`config.mk`:
```
export PLATFORM = sky130hd
export DESIGN_NAME = pktFrameChecker
export DESIGN_NICKNAME = d
export VERILOG_FILES = /design/src/rtl/pktChkPkg.sv /design/src/rtl/pktFrameFsm.sv /design/src/rtl/pktFrameDatapath.sv /design/src/rtl/pktFrameChecker.sv
export SDC_FILE = /design/constraint.sdc
export NUM_CORES = 1
export LEC_CHECK = 0
export ABC_AREA = 0
export BUFFER_PORTS_ARGS = -buffer_cell sky130_fd_sc_hd__clkbuf_2
export CAP_MARGIN = 20
export CORE_ASPECT_RATIO = 1.5
export CORE_MARGIN = 1
export CORE_UTILIZATION = 55
export CTS_CLUSTER_DIAMETER = 120
export CTS_CLUSTER_SIZE = 12
export DETAILED_ROUTE_END_ITERATION = 7
export PLACE_DENSITY = 0.79
export SLEW_MARGIN = 20
export SYNTH_ARGS = -nofsm -noshare
export SYNTH_HDL_FRONTEND = slang
export SYNTH_SLANG_ARGS = --single-unit
```
`constraint.sdc`:
```
create_clock -name clk -period 5 [get_ports clk]
set_clock_uncertainty 0.1 [all_clocks]
set_input_delay 0.5 -clock clk [delete_from_list [all_inputs] [get_ports clk]]
set_output_delay 0.5 -clock clk [all_outputs]
set_load 0.01 [all_outputs]
```
`src/rtl/pktChkPkg.sv`:
```
package pktChkPkg;

  localparam logic [1:0] CODE_IDLE = 2'b00;
  localparam logic [1:0] CODE_BEAT = 2'b01;
  localparam logic [1:0] CODE_RSVD = 2'b10;
  localparam logic [1:0] CODE_END  = 2'b11;

  typedef enum logic [2:0] {
    ERR_NONE      = 3'd0,
    ERR_NO_MID    = 3'd1,
    ERR_ORPHAN    = 3'd2,
    ERR_RSVD      = 3'd3,
    ERR_EARLY_END = 3'd4
  } errKind_t;

  typedef enum logic [1:0] {
    ST_CLOSED      = 2'd0,
    ST_AFTER_START = 2'd1,
    ST_OPEN_GAP    = 2'd2,
    ST_AFTER_MID   = 2'd3
  } frameState_t;

  typedef struct packed {
    logic     flagErr;
    errKind_t errKind;
    logic     goodEnd;
  } ctrlStrobe_t;

endpackage

```
`src/rtl/pktFrameFsm.sv`:
```
module pktFrameFsm
  import pktChkPkg::*;
(
  input  logic        clk,
  input  logic        rstN,
  input  logic [1:0]  linkCode,
  output ctrlStrobe_t strobe
);

  frameState_t state, stateNext;

  always_comb begin
    stateNext      = state;
    strobe.flagErr = 1'b0;
    strobe.errKind = ERR_NONE;
    strobe.goodEnd = 1'b0;
    unique case (linkCode)
      CODE_RSVD: begin
        strobe.flagErr = 1'b1;
        strobe.errKind = ERR_RSVD;
        stateNext      = ST_CLOSED;
      end
      CODE_END: begin
        stateNext = ST_CLOSED;
        unique case (state)
          ST_CLOSED:      begin strobe.flagErr = 1'b1; strobe.errKind = ERR_ORPHAN;    end
          ST_AFTER_START: begin strobe.flagErr = 1'b1; strobe.errKind = ERR_EARLY_END; end
          ST_OPEN_GAP:    begin strobe.flagErr = 1'b1; strobe.errKind = ERR_NO_MID;    end
          ST_AFTER_MID:   strobe.goodEnd = 1'b1;
          default:        ;
        endcase
      end
      CODE_BEAT: stateNext = (state == ST_CLOSED) ? ST_AFTER_START : ST_AFTER_MID;
      default:   stateNext = (state == ST_CLOSED) ? ST_CLOSED : ST_OPEN_GAP;
    endcase
  end

  always_ff @(posedge clk or negedge rstN) begin
    if (!rstN) state <= ST_CLOSED;
    else       state <= stateNext;
  end


  closes_after_err_chk: assert property (@(posedge clk) disable iff (!rstN)
    strobe.flagErr |=> (state == ST_CLOSED));


  early_end_src_chk: assert property (@(posedge clk) disable iff (!rstN)
    (strobe.errKind == ERR_EARLY_END) |-> ($past(linkCode) == CODE_BEAT));

endmodule

```
`src/rtl/pktFrameDatapath.sv`:
```
module pktFrameDatapath
  import pktChkPkg::*;
#(
  parameter int CNT_W = 16
) (
  input  logic             clk,
  input  logic             rstN,
  input  ctrlStrobe_t      strobe,
  input  logic             errClear,
  output logic             errSticky,
  output logic             errPulse,
  output logic [2:0]       errType,
  output logic [CNT_W-1:0] goodCount
);

  localparam logic [CNT_W-1:0] CNT_MAX = '1;

  always_ff @(posedge clk or negedge rstN) begin
    if (!rstN) begin
      errSticky <= 1'b0;
      errPulse  <= 1'b0;
      errType   <= 3'd0;
      goodCount <= '0;
    end else begin
      errPulse <= strobe.flagErr;
      if (strobe.flagErr) begin
        errSticky <= 1'b1;
        errType   <= strobe.errKind;
      end else if (errClear) begin
        errSticky <= 1'b0;
        errType   <= 3'd0;
      end
      if (strobe.goodEnd && goodCount != CNT_MAX)
        goodCount <= goodCount + 1'b1;
    end
  end


  sticky_hold_chk: assert property (@(posedge clk) disable iff (!rstN)
    (errSticky && !errClear) |=> errSticky);


  no_decrement_chk: assert property (@(posedge clk) disable iff (!rstN)
    1'b1 |=> (goodCount >= $past(goodCount)));


  pulse_type_chk: assert property (@(posedge clk) disable iff (!rstN)
    errPulse |-> (errType != 3'd0 && errSticky));

endmodule

```
`src/rtl/pktFrameChecker.sv`:
```
module pktFrameChecker
  import pktChkPkg::*;
#(
  parameter int CNT_W = 16
) (
  input  logic             clk,
  input  logic             rstN,
  input  logic [1:0]       linkCode,
  input  logic             errClear,
  output logic             errSticky,
  output logic             errPulse,
  output logic [2:0]       errType,
  output logic [CNT_W-1:0] goodCount
);

  ctrlStrobe_t strobe;

  pktFrameFsm uFsm (
    .clk      (clk),
    .rstN     (rstN),
    .linkCode (linkCode),
    .strobe   (strobe)
  );

  pktFrameDatapath #(.CNT_W(CNT_W)) uData (
    .clk       (clk),
    .rstN      (rstN),
    .strobe    (strobe),
    .errClear  (errClear),
    .errSticky (errSticky),
    .errPulse  (errPulse),
    .errType   (errType),
    .goodCount (goodCount)
  );


  rsvd_src_chk: assert property (@(posedge clk) disable iff (!rstN)
    (errPulse && errType == 3'd3) |-> ($past(linkCode) == CODE_RSVD));


  no_mid_src_chk: assert property (@(posedge clk) disable iff (!rstN)
    (errPulse && errType == 3'd1) |-> ($past(linkCode) == CODE_END && $past(linkCode, 2) == CODE_IDLE));


  count_src_chk: assert property (@(posedge clk) disable iff (!rstN)
    (goodCount != $past(goodCount)) |-> ($past(linkCode) == CODE_END && !errPulse));

endmodule

```
# --- Yosys cells after proc, flatten, opt, wreduce, memory -nomap -nowiden ---
# Cells that the tools add are included.
totals:
  out_inout_bits: 21
  regBits: 23
classes:
  add_sub_neg: 1
  n_mux: 11
  eq_ne: 7
  reduce_logical: 4
op_table:
  columns: ["cell", "n"]
  rows:
  - ["16-bit by 1-bit adder with 16-bit output, second input constant", 1]
  - ["16-bit != test, second input constant", 1]
  - ["4-bit one-hot mux with 3 select lines", 1]
  - ["2-bit equality test, second input constant", 4]
  - ["4-bit one-hot mux with 2 select lines", 1]
  - ["3-bit 2-to-1 mux", 2]
  - ["2-bit by 1-bit equality test with 1-bit output, second input constant", 2]
  - ["1-bit 2-to-1 mux", 4]
  - ["2-bit 2-to-1 mux", 2]
  - ["2-bit one-hot mux with 2 select lines", 1]
  - ["2-bit logical NOT", 1]
  - ["2-bit nonzero test", 1]
  - ["2-bit OR reduction", 1]
  - ["1-bit logical AND", 1]

# --- Depth between registers and ports, before layout ---
logic_depth:
  depth_word: 4
  mapped_depth: 6

# --- By module ---
# Synthesis repeated with hierarchy kept, for this count alone.
unflattened:
  cells_unflattened: 101
  area_unflattened_um2: 1119.8
modules_own_cells:
  columns: ["module", "area_each_um2", "instances", "cells_each", "seq_area_each_um2"]
  rows:
  - ["pktFrameDatapath", 1007.2, 1, 86, 525.5]
  - ["pktFrameFsm", 112.6, 1, 15, 50.0]

# --- Least setup slack after synthesis ---
# OpenSTA, ideal clock, no wires.
synth_path:
  path_kind: "register to register"
  start: "reg uData.goodCount[0]"
  end: "reg uData.goodCount[1]"
  stages_incl_launch_ff: 7
  required_ns: 4.775
  arrival_time_ns: 1.881
  setup_time_ns: 0.125
  path_slack_ns: 2.894
  path_cell_list: "dfrtp_1 ha_1 nand4_4 or4_1 buf_2 and2_4 mux2_4"
synth_between:
  elab_chain_len: 2
synth_rtl:
  columns: ["element", "line", "source"]
  rows:
  - ["start: declaration", "pktFrameDatapath.sv:13", "output logic [CNT_W-1:0] goodCount"]
  - ["start signal: assignment", "pktFrameDatapath.sv:34", "goodCount <= goodCount + 1'b1;"]
  - ["parallel branches: the longest is 2 deep, another holds 16-bit by 1-bit adder with 16-bit output", null, null]
# Parallel ways; which one is timed is not known.
# A chain may end at the register's enable or synchronous reset.

# --- Worst setup path after layout ---
layout_path:
  start: "reg uData.goodCount[1]"
  end: "reg uData.goodCount[1]"
# Same word-level chain as after synthesis.

==> reports/qor.csv <==
stage,metric,value,unit
status,status,"complete, no violations",
cts,post-CTS sizing,0,
setup_path,CP Capture Type,flop,
drt,final WL,2050,um
setup_path,R2R Setup Slk,2.81,ns
hold_path,worst hold path class,in2async,
sta,Final Slew Violations,0,
finish,area of the multi-input gates,483,um2
synth,Mapped Cells,99,
drt,drt drc,0,
cts,clk_lat worst skew,0.31,ns
synth,XOR/XNOR Fraction of Synth Area,9.73,%
synth,Synth area leaders,"dfrtp_1 53%, xnor2_1 8.9%, nand3_1 5.1%",
place,placed cell count,143,
finish,Final Cell Area,0.00125,mm2
setup_path,Critical Path Source Type,flop,
power,Pleak,0.610,nW
drt,Antenna Nets Post-Route,0,
cts,post-CTS setup buffer count,0,
synth,main combinational cell family by area after synthesis,simple AND/OR/NAND/NOR gates,
sta,achievable frequency,0.457,GHz
grt,total gr overflow,0,
setup_path,WP data required,5.10,ns
floorplanning,DIE AREA,0.00215,mm2
drt,drt wl/cell,14.0,um
drt,Via density,5.79,
cts,Longest Clk Path Bufs,2,
setup_path,Crit. Startpoint,uData.goodCount[1]$_DFFE_PN0P_,
cts,CTS tree,done,
setup_path,critical path class,reg2reg,
setup_path,critical path arrival,2.29,ns
grt,initial antenna violation count,0,
synth,Yosys cell types,32,
place,post-DP HPWL,1640,um
place,port bufs,25,
floorplanning,I/O pin total,26,
floorplanning,Core ar.,0.00183,mm2
synth,fraction of the mapped netlist area in simple logic gates,23.9,%
setup_path,worst-case reg-to-reg path depth,5,
finish,# diodes,0,
place,Post-DP Area,0.00122,mm2
drt,WL met1,746,um
finish,Area Overhead vs Synth,15.5,%
sta,Setup Viol. Count Final,0,
cts,CTS Root Cell,clkbuf_4,
synth,Synth Area in Compound Gates,7.53,%
sta,RSZ-0062 raised after global routing,false,
synth,Avg Inst Size Synth,10.9,um2
power,Pwr per Cell Area,265,mW/mm2
sta,minimum clock period,2.19,ns
synth,Post-synth EDFFs,0,
synth,fraction of the mapped netlist area in adder cells,1.16,%
drt,drt first pass iters,4,
drt,DR top layer,met4,
run,maxcap violations,0,
drt,met2 wire length,1170,um
cts,"Clk pin slew, worst setup/hold paths",0.11,ns
place,DP Worst Slack,2.83,ns
grt,first-pass GRT wire length,3550,um
synth,synth cell count leaders,"23 x dfrtp_1, 11 x nand3_1, 11 x xnor2_1, 8 x nand2_1, 7 x nor2_1",
finish,fill count,138,
cts,Clock Sink Count,23,
synth,main flop type after synthesis,dfrtp_1,
sta,Max-slew headroom,63.2,%
finish,nets@finish,133,
synth,post-synth top area share,53.3,%
drt,Via Count,851,
synth,"FFs w/ async S/R, synth",100,%
synth,"area leader, netlist",dfrtp_1,
finish,final cell count without fillers,147,
setup_path,reg2reg end,uData.goodCount[1]$_DFFE_PN0P_,
power,highest ir drop seen on vdd,0.183,mV
synth,most frequent cell after synthesis,dfrtp_1,
grt,vias in the first global route,872,
place,routability cong.,0.816,
synth,sequential area share after synthesis,53.3,%
grt,total track usage,23.2,%
grt,largest net degree at the start of global routing,24,
drt,routed wl met3,68,um
sta,"Hold Violations, Final",0,
finish,layout cells sized above 1,27.0,%
power,post-layout total power,0.000330,W
floorplanning,Core Rows,19,
synth,warnings from Yosys,0,
floorplanning,Die H,56.3,um
cts,CTS Hold Bufs,0,
synth,Synthesized Nets,105,
sta,post-route setup slack,2.81,ns
floorplanning,Starting Density,59.0,%
sta,measured slew at the worst slew-check pin,0.551,ns
setup_path,CP Max Fanout,6,
synth,synthesized flop and latch total,23,
sta,final period utilization,43.7,%
cts,H-tree depth,1,
floorplanning,die width,38.2,um
synth,area of the mapped netlist,0.00108,mm2
drt,Initial DRC Count,13,
cts,Inserted Clock Buffers,3,
setup_path,worst flop-to-flop path startpoint,uData.goodCount[1]$_DFFE_PN0P_,
sta,Fin Setup TNS,0,ns
finish,FF+latch area,576,um2
synth,mux cell area share after synthesis,2.43,%
-- worst max path at each step --
| stage | slack [ns] | end | cells after the start |
|---|---|---|---|
| final | 2.81 | uData.goodCount[1]$_DFFE_PN0P_ | 5 |
| after detailed placement | 2.83 | uData.goodCount[1]$_DFFE_PN0P_ | 5 |
| after global routing | 2.71 | uData.goodCount[1]$_DFFE_PN0P_ | 5 |
| after global placement | 2.91 | uData.goodCount[1]$_DFFE_PN0P_ | 5 |
| after CTS | 2.81 | uData.goodCount[1]$_DFFE_PN0P_ | 5 |
| after floorplan | 2.89 | uData.goodCount[1]$_DFFE_PN0P_ | 6 |
-- cell families after synthesis --
logic type / Yosys count
DFF: 23
xor gates and xnor gates: 12
AOI/OAI and AO/OA: 12
muxes: 2
buffers and inverters: 5
adders and majority gates: 1
and+or+nand+nor: 44
-- flip-flops by register name, indices dropped and copies added (netlist names) --
register	count
uData.errSticky	1
uData.errType	3
uFsm.state	2
uData.errPulse	1
uData.goodCount	16
-- per-stage QoR --
step | util (%) | hold WS, ns
3_5_place_dp | 66.7 | 0.371
4_1_cts | 68.1 | 0.0759
5_1_grt | 68.1 | 0.0946
2_1_floorplan | - | 0.104
6_report | 68.1 | 0.0568
3_3_place_gp | 66.7 | 0.364
-- cell usage in the layout, fill, tap and decap left out, types with 2 or more instances in the layout --
cell type,n
a21oi_1,3
nand4_1,4
nor2_1,7
o21ai_0,3
dfrtp_1,23
nand3_1,11
xnor2_1,11
nand2_1,8
clkbuf_2,25
clkbuf_4,3
and2_1,2
and3_1,2
inv_1,3
-- per-layer routing --
layer	GRT usage, %	vias up
met5	0	-
li1	-	407
met4	12.2	0
met2	39.2	20
met3	3.16	7
met1	27.0	417
-- critical path: stages (launching register included) --
cell and delay [ns]:
dfrtp_1 0.43, ha_1 0.25, nand4_4 0.12, or4_1 0.66, and2_4 0.23, mux2_4 0.29
-- layout make-up --
type	instances	area share, %
multi-input combinational	71	38.7
clock buffer	4	2.11
tap	21	2.11
sequential	23	46.1
timing repair buffer	25	10.0
inverter	3	0.903
-- report_power, final --
group          internal (W)  leakage, nW  switching, W
Clock             0.0000312       0.0150     0.0000510
Combinational     0.0000182        0.289     0.0000218
Sequential         0.000196        0.307     0.0000115
Total              0.000246        0.610     0.0000843
No activity file was read; power rests on OpenSTA's default activity.
